## src/rtl/ptmr_pkg.sv

```systemverilog
// Package ptmr_pkg
// Holds the register byte offsets and the per-channel action encodings
// shared by the timer blocks and the checker.
// Assumes a byte-addressed register space with 32-bit aligned registers.
package ptmr_pkg;

    localparam int OFF_IR   = 'h00;
    localparam int OFF_CTRL = 'h04;
    localparam int OFF_TC   = 'h08;
    localparam int OFF_PR   = 'h0C;
    localparam int OFF_PC   = 'h10;
    localparam int OFF_MCR  = 'h14;
    localparam int OFF_MR0  = 'h18;

    // Per match channel action bits (three bits per channel)
    typedef struct packed {
        logic halt;
        logic restart;
        logic flag;
    } match_act_t;

    // Per capture channel selection bits (three bits per channel)
    typedef struct packed {
        logic flag;
        logic fall;
        logic rise;
    } cap_cfg_t;

endpackage

```

## src/rtl/ptmr_counter.sv

```systemverilog
// Module ptmr_counter
// Prescale counter and timer counter. The prescale counter runs from 0 up
// to the prescale value; the clock after equality is a count step that
// clears it and advances the timer. Hold-in-reset wins over everything,
// bus writes win over counting, and match restart/halt requests
// (already qualified with the step) alter what the step does to the timer.
// Assumes all inputs are synchronous to clk.
module ptmr_counter #(
    parameter int W = 32
) (
    input  logic         clk,
    input  logic         rst_n,
    input  logic         en,
    input  logic         hold,
    input  logic [W-1:0] pr,
    input  logic         tc_wr,
    input  logic         pc_wr,
    input  logic [W-1:0] wdata,
    input  logic         m_restart,
    input  logic         m_halt,
    output logic [W-1:0] tc,
    output logic [W-1:0] pc,
    output logic         tick
);

    // Count step: enabled, not held, prescale period complete
    assign tick = en && !hold && (pc == pr);

    // Timer counter update
    always_ff @(posedge clk) begin
        if (!rst_n) begin
            tc <= '0;
        end else if (hold) begin
            tc <= '0;
        end else if (tc_wr) begin
            tc <= wdata;
        end else if (tick) begin
            if (m_restart) begin
                tc <= '0;
            end else if (!m_halt) begin
                tc <= tc + 1'b1;
            end
        end
    end

    // Prescale counter update
    always_ff @(posedge clk) begin
        if (!rst_n) begin
            pc <= '0;
        end else if (hold) begin
            pc <= '0;
        end else if (pc_wr) begin
            pc <= wdata;
        end else if (tick) begin
            pc <= '0;
        end else if (en) begin
            pc <= pc + 1'b1;
        end
    end

endmodule

```

## src/rtl/ptmr_match.sv

```systemverilog
// Module ptmr_match
// Compares the timer against each compare value on a count step and turns
// hits into per-channel flags plus merged restart and halt requests.
// Assumes the action field holds three bits per channel: flag, restart,
// halt from low to high.
module ptmr_match
    import ptmr_pkg::*;
#(
    parameter int W = 32,
    parameter int N = 4
) (
    input  logic [W-1:0]         tc,
    input  logic                 tick,
    input  logic [N-1:0][W-1:0]  mr,
    input  logic [3*N-1:0]       mcr,
    output logic [N-1:0]         hit,
    output logic [N-1:0]         flag,
    output logic                 restart_req,
    output logic                 halt_req
);

    logic [N-1:0] restart_v;
    logic [N-1:0] halt_v;

    for (genvar n = 0; n < N; n++) begin : g_ch
        match_act_t act;
        assign act = mcr[3*n +: 3];
        // Channel hit and its selected actions
        assign hit[n]       = tick && (tc == mr[n]);
        assign flag[n]      = hit[n] && act.flag;
        assign restart_v[n] = hit[n] && act.restart;
        assign halt_v[n]    = hit[n] && act.halt;
    end

    assign restart_req = |restart_v;
    assign halt_req    = |halt_v;

endmodule

```

## src/rtl/ptmr_capture.sv

```systemverilog
// Module ptmr_capture
// Synchronises each capture input, detects its edges, and loads the timer
// value into the channel register on the selected edge(s).
// Assumes the inputs are low while reset is applied (a high input at the
// release of reset reads as a rising edge).
module ptmr_capture
    import ptmr_pkg::*;
#(
    parameter int W    = 32,
    parameter int N    = 2,
    parameter int SYNC = 2
) (
    input  logic                clk,
    input  logic                rst_n,
    input  logic [N-1:0]        cap_in,
    input  logic [3*N-1:0]      ccr,
    input  logic [W-1:0]        tc,
    output logic [N-1:0][W-1:0] cr,
    output logic [N-1:0]        flag
);

    for (genvar n = 0; n < N; n++) begin : g_ch
        cap_cfg_t        cfg;
        logic [SYNC-1:0] sync_q;
        logic            prev_q;
        logic            level;
        logic            evt;

        assign cfg   = ccr[3*n +: 3];
        assign level = sync_q[SYNC-1];
        assign evt   = (cfg.rise && level && !prev_q) ||
                       (cfg.fall && !level && prev_q);
        assign flag[n] = evt && cfg.flag;

        // Synchroniser chain and edge history
        always_ff @(posedge clk) begin
            if (!rst_n) begin
                sync_q <= '0;
                prev_q <= 1'b0;
            end else begin
                sync_q <= {sync_q[SYNC-2:0], cap_in[n]};
                prev_q <= level;
            end
        end

        // Capture register load on a selected edge
        always_ff @(posedge clk) begin
            if (!rst_n) begin
                cr[n] <= '0;
            end else if (evt) begin
                cr[n] <= tc;
            end
        end
    end

endmodule

```

## src/rtl/ptmr_top.sv

```systemverilog
// Module ptmr_top
// Timer peripheral top: register file, write decode, pending flags and read
// mux around the counter, match and capture blocks.
// Assumes one write per strobe cycle; reads are combinational from the
// address; unmapped addresses read zero and ignore writes.
module ptmr_top
    import ptmr_pkg::*;
#(
    parameter int DW      = 32,
    parameter int ADDR_W  = 6,
    parameter int N_MATCH = 4,
    parameter int N_CAP   = 2,
    parameter int SYNC    = 2
) (
    input  logic              clk,
    input  logic              rst_n,
    input  logic              bus_wr,
    input  logic [ADDR_W-1:0] bus_addr,
    input  logic [DW-1:0]     bus_wdata,
    output logic [DW-1:0]     bus_rdata,
    input  logic [N_CAP-1:0]  cap_in,
    output logic              irq
);

    localparam int IRW     = N_MATCH + N_CAP;
    localparam int MCR_W   = 3 * N_MATCH;
    localparam int CCR_W   = 3 * N_CAP;
    localparam int OFF_CCR = OFF_MR0 + 4 * N_MATCH;
    localparam int OFF_CR0 = OFF_CCR + 4;

    logic                      ctrl_en;
    logic                      ctrl_rst;
    logic [DW-1:0]             pr_q;
    logic [MCR_W-1:0]          mcr_q;
    logic [N_MATCH-1:0][DW-1:0] mr_q;
    logic [CCR_W-1:0]          ccr_q;
    logic [IRW-1:0]            ir_q;
    logic [IRW-1:0]            ir_set;
    logic [IRW-1:0]            ir_clr;

    logic [DW-1:0]             tc_q;
    logic [DW-1:0]             pc_q;
    logic                      tick;
    logic [N_MATCH-1:0]        match_hit;
    logic [N_MATCH-1:0]        match_flag;
    logic                      restart_req;
    logic                      stop_req;
    logic [N_CAP-1:0][DW-1:0]  cr_q;
    logic [N_CAP-1:0]          cap_flag;

    logic wr_ir, wr_ctrl, wr_tc, wr_pr, wr_pc, wr_mcr, wr_ccr;
    logic [N_MATCH-1:0] wr_mr;

    // Write decode per register
    assign wr_ir   = bus_wr && (bus_addr == ADDR_W'(OFF_IR));
    assign wr_ctrl = bus_wr && (bus_addr == ADDR_W'(OFF_CTRL));
    assign wr_tc   = bus_wr && (bus_addr == ADDR_W'(OFF_TC));
    assign wr_pr   = bus_wr && (bus_addr == ADDR_W'(OFF_PR));
    assign wr_pc   = bus_wr && (bus_addr == ADDR_W'(OFF_PC));
    assign wr_mcr  = bus_wr && (bus_addr == ADDR_W'(OFF_MCR));
    assign wr_ccr  = bus_wr && (bus_addr == ADDR_W'(OFF_CCR));

    for (genvar i = 0; i < N_MATCH; i++) begin : g_mr
        assign wr_mr[i] = bus_wr && (bus_addr == ADDR_W'(OFF_MR0 + 4 * i));

        // Compare value register
        always_ff @(posedge clk) begin
            if (!rst_n) begin
                mr_q[i] <= '0;
            end else if (wr_mr[i]) begin
                mr_q[i] <= bus_wdata;
            end
        end
    end

    // Control bits: software writes win, a halting match clears enable
    always_ff @(posedge clk) begin
        if (!rst_n) begin
            ctrl_en  <= 1'b0;
            ctrl_rst <= 1'b0;
        end else if (wr_ctrl) begin
            ctrl_en  <= bus_wdata[0];
            ctrl_rst <= bus_wdata[1];
        end else if (stop_req) begin
            ctrl_en  <= 1'b0;
        end
    end

    // Plain configuration registers
    always_ff @(posedge clk) begin
        if (!rst_n) begin
            pr_q  <= '0;
            mcr_q <= '0;
            ccr_q <= '0;
        end else begin
            if (wr_pr)  pr_q  <= bus_wdata;
            if (wr_mcr) mcr_q <= bus_wdata[MCR_W-1:0];
            if (wr_ccr) ccr_q <= bus_wdata[CCR_W-1:0];
        end
    end

    // Pending flags: new events set, written ones clear, set wins
    assign ir_set = {cap_flag, match_flag};
    assign ir_clr = wr_ir ? bus_wdata[IRW-1:0] : '0;

    always_ff @(posedge clk) begin
        if (!rst_n) begin
            ir_q <= '0;
        end else begin
            ir_q <= (ir_q & ~ir_clr) | ir_set;
        end
    end

    assign irq = |ir_q;

    ptmr_counter #(.W(DW)) u_cnt (
        .clk       (clk),
        .rst_n     (rst_n),
        .en        (ctrl_en),
        .hold      (ctrl_rst),
        .pr        (pr_q),
        .tc_wr     (wr_tc),
        .pc_wr     (wr_pc),
        .wdata     (bus_wdata),
        .m_restart (restart_req),
        .m_halt    (stop_req),
        .tc        (tc_q),
        .pc        (pc_q),
        .tick      (tick)
    );

    ptmr_match #(.W(DW), .N(N_MATCH)) u_match (
        .tc          (tc_q),
        .tick        (tick),
        .mr          (mr_q),
        .mcr         (mcr_q),
        .hit         (match_hit),
        .flag        (match_flag),
        .restart_req (restart_req),
        .halt_req    (stop_req)
    );

    ptmr_capture #(.W(DW), .N(N_CAP), .SYNC(SYNC)) u_cap (
        .clk    (clk),
        .rst_n  (rst_n),
        .cap_in (cap_in),
        .ccr    (ccr_q),
        .tc     (tc_q),
        .cr     (cr_q),
        .flag   (cap_flag)
    );

    // Read mux by byte offset
    always_comb begin
        bus_rdata = '0;
        if (bus_addr == ADDR_W'(OFF_IR))   bus_rdata[IRW-1:0]   = ir_q;
        if (bus_addr == ADDR_W'(OFF_CTRL)) bus_rdata[1:0]       = {ctrl_rst, ctrl_en};
        if (bus_addr == ADDR_W'(OFF_TC))   bus_rdata            = tc_q;
        if (bus_addr == ADDR_W'(OFF_PR))   bus_rdata            = pr_q;
        if (bus_addr == ADDR_W'(OFF_PC))   bus_rdata            = pc_q;
        if (bus_addr == ADDR_W'(OFF_MCR))  bus_rdata[MCR_W-1:0] = mcr_q;
        if (bus_addr == ADDR_W'(OFF_CCR))  bus_rdata[CCR_W-1:0] = ccr_q;
        for (int i = 0; i < N_MATCH; i++) begin
            if (bus_addr == ADDR_W'(OFF_MR0 + 4 * i)) bus_rdata = mr_q[i];
        end
        for (int i = 0; i < N_CAP; i++) begin
            if (bus_addr == ADDR_W'(OFF_CR0 + 4 * i)) bus_rdata = cr_q[i];
        end
    end

endmodule

```

## config.mk

```make
export PLATFORM = sky130hd
export DESIGN_NAME = ptmr_top
export DESIGN_NICKNAME = d
export VERILOG_FILES = /design/src/rtl/ptmr_pkg.sv /design/src/rtl/ptmr_counter.sv /design/src/rtl/ptmr_match.sv /design/src/rtl/ptmr_capture.sv /design/src/rtl/ptmr_top.sv
export SDC_FILE = /design/constraint.sdc
export NUM_CORES = 1
export LEC_CHECK = 0
export BUFFER_PORTS_ARGS = -buffer_cell sky130_fd_sc_hd__buf_2
export CORE_UTILIZATION = 40
export CTS_CLUSTER_DIAMETER = 30
export CTS_CLUSTER_SIZE = 8
export DETAILED_ROUTE_END_ITERATION = 8
export PLACE_DENSITY_LB_ADDON = 0.12
export SYNTH_ARGS = -nofsm -noshare
export SYNTH_HDL_FRONTEND = slang
export SYNTH_SLANG_ARGS = --single-unit
```

## constraint.sdc

```tcl
create_clock -name clk -period 3 [get_ports clk]
set_input_delay 0.15 -clock clk [delete_from_list [all_inputs] [get_ports clk]]
set_output_delay 0.15 -clock clk [all_outputs]
set_load 0.1 [all_outputs]
```

==> reports/metrics.yaml <==
run_status:
  status: "finished with violations"
  violations: "setup timing"
finish:
  layout_common_cells: "nand2_1 (571), dfxtp_1 (314), a21boi_0 (244)"
  fill_cells: 3993
  fin_cells: 3139
  num-nets-final: 2528
  layout_commonest_cell: "nand2_1"
  area_growth_pct: 36.7
  drive_gt1_share_pct: 20.4
  diodes: 0
grt:
  grt_use_total_pct: 33.9
  antenna_found_initial: 3
  grt.overflow.total: 0
  grt_max_degree: 155
  first_global_vias: 17200
  grt_first_pass_wirelength_mm: 111
timing:
  min_period_ps: 3020
  worst_slew_pin_slew_ps: 947
  drv_slew: 0
  setup_viol: 1
  finClkSkew_ps: 25.8
  setup_ws_ps: -24.6
  hold_viol_final: 0
  period_share_pct: 101
  slew_headroom_pct: 36.6
  fmax_mhz: 331
  rsz0062_at_grt: "true"
worst_hold_path:
  holdCritPathClass: "in2reg"
floorplanning:
  start_util_pct: 40.5
  ios: 76
  coreArea_um2: 43100
  fp.dieH_um: 211
  dieWidth_um: 211
  rows: 76
  dieArea_um2: 44500
detailed_routing:
  route.detailed.drc: 0
  drtPass1Iterations: 6
  ant_nets: 0
  drt_iter0_markers: 1992
  routed_wirelength_mm: 75.4
  wire_per_inst_um: 24.0
  vias: 18100
  via_per_inst: 5.77
clocking:
  cts_root_buf: "clkbuf_16"
  cts_sinks: 320
  worstSkewPairLatency_ps: 620
  htreeDepth: 3
  cts_made_buffers: 87
  clockBufferDepth: 3
  cts_tree: "yes"
  clk_pin_slew_worst_paths_ps: 40
setup_path:
  crit_path_start_kind: "register"
  criticalPathCategory: "reg2out"
  cp.arrival_ps: 2870
  end_kind: "output port"
  required_ps: 2850
  worstPathMaxFanout: 4
placed_design:
  port-buffer-count: 75
  post-place-ws_ps: -162
  placedCellCount: 2934
  hpwl_mm: 53.8
  place_congestion: 0.927
synthesis:
  synth_warnings: 0
  synth_ff_type: "dfxtp_1"
  syn-cell-area_um2: 17500
  synth_edf_count: 0
  synth_fp_nets: 2306
  syn_area_per_cell_um2: 7.72
  synth-seq-cells: 320
  syn_inst: 2261
  postSynth.asyncResetShare_pct: 0
  ys_types: 64
  yosysSeqAreaShare_pct: 36.7
flow_run:
  maxCapViolCount: 0
power:
  power_leakage_uw: 0.00905
  ir_worst_vdd_mv: 0.523
  powerDensity_nw_per_um2: 611
[critical path, cell delays in order, from the launching register on]
cell      delay (ps)
dfxtp_2          320
buf_6            110
mux4_2           450
a222oi_1         350
a31oi_2          230
a21oi_2          210
a21oi_2           90
a221o_1          310
buf_12           180
[sequential cells by signal, summed over array words and instances, names as in the netlist, 6 cells and up]
| signal | flops |
|---|---|
| pr_q | 32 |
| ir_q | 6 |
| ccr_q | 6 |
| u_cnt.tc | 32 |
| u_cnt.pc | 32 |
| u_cap.cr | 64 |
| mr_q | 128 |
| mcr_q | 12 |
[what timing repair did]
action | CTS | global route
pin swaps | 4 | 8
endpoints found under the hold margin | 198 | 0
hold buffers | 35 | 0
resized for setup | 8 | 16
endpoints found under the setup margin | 24 | 24
buffers inserted | 5 | 8
[power by group]
| group | switching (uW) | internal, uW | total, uW |
|---|---|---|---|
| clock | 2800 | 6770 | 9570 |
| sequential | 19.3 | 4290 | 4310 |
| combinational | 446 | 251 | 698 |
[synthesized netlist by cell type, drive strengths merged, types with 2 or more instances]
cell / count / share of area, %
a222oi: 12 / 0.69
o21a: 2 / 0.086
a221o: 3 / 0.17
mux4: 2 / 0.26
a221oi: 22 / 1.1
a21boi: 244 / 10
nand2: 571 / 12
a21oi: 54 / 1.5
or3: 2 / 0.072
nand2b: 9 / 0.32
o22ai: 9 / 0.32
dfxtp: 320 / 37
nor2: 107 / 2.3
inv: 11 / 0.24
a21o: 2 / 0.086
nand3b: 3 / 0.13
o31ai: 4 / 0.17
or2: 7 / 0.25
nand3: 49 / 1.5
nor3: 12 / 0.34
mux2i: 4 / 0.23
nor2b: 8 / 0.29
mux2: 5 / 0.32
o211ai: 7 / 0.30
a31oi: 35 / 1.3
xor2: 85 / 4.3
ha: 2 / 0.14
buf: 31 / 1.2
nand4: 52 / 1.9
a211oi: 11 / 0.47
o311a: 2 / 0.11
a22o: 3 / 0.15
nor4: 30 / 1.2
nor4b: 2 / 0.19
a22oi: 106 / 4.6
clkbuf: 177 / 3.8
xnor2: 113 / 5.7
and3: 37 / 1.3
and2: 15 / 0.54
or4: 4 / 0.19
o21ai: 70 / 2.0
and4: 6 / 0.30
[cell families (layout without fill, tap and decap cells)]
logic type               Yosys count  after routing  share of synthesized area [%]
AO/OA/AOI/OAI                    591            591                           23.8
XOR/XNOR                         198            198                           9.97
adder cells (fa/ha/maj)            2              2                          0.143
buffers and inverters            219            512                           5.22
flip-flops                       320            320                           36.7
multiplexers                      11             11                          0.810
AND/OR/NAND/NOR                  920            920                           23.4
[through the flow]
step	hold slack, ps	TNS [ps]	total power, uW	area [um^2]	utilization [%]
after floorplan	277	-238	4710	17600	-
after global routing	153	-80.2	14900	23900	55.4
after CTS	121	-260	14600	23800	55.2
after global placement	354	-1590	5020	20300	47.1
after detailed placement	360	-871	5020	20300	47.1
final	162	-24.6	14600	23900	55.4
[layer usage]
metal  vias up  wire length, um  track usage (%)  share of wire (%)
li1       8326                -                -                  -
met1      8689            32500             46.5                 43
met2       901            33200             51.6                 44
met3       185             6560             6.99                8.7
met4         2             3060             14.4                4.1
met5         -               13                0              0.017
[worst paths after layout]
kind | startpoint | end | slack, ps | cells after the start
max reg2reg | u_cnt.pc[25] | u_cnt.pc[1] | 100 | 9
min reg2reg | u_cap.g_ch[1].sync_q[0] | u_cap.g_ch[1].sync_q[1] | 440 | 1
max | ctrl_rst | bus_rdata[1] | -20 | 8
min | bus_wr | ccr_q[3] | 160 | 4
[layout make-up]
class | count | area, um^2 | share of cell area, %
clock inverter | 33 | 475 | 1.99
inverter | 11 | 41.3 | 0.173
timing repair buffer | 341 | 3200 | 13.4
clock buffer | 127 | 2560 | 10.7
multi-input combinational | 1722 | 10400 | 43.7
tap | 585 | 732 | 3.07
sequential | 320 | 6420 | 26.9
Power figures use the tool's default switching activity.
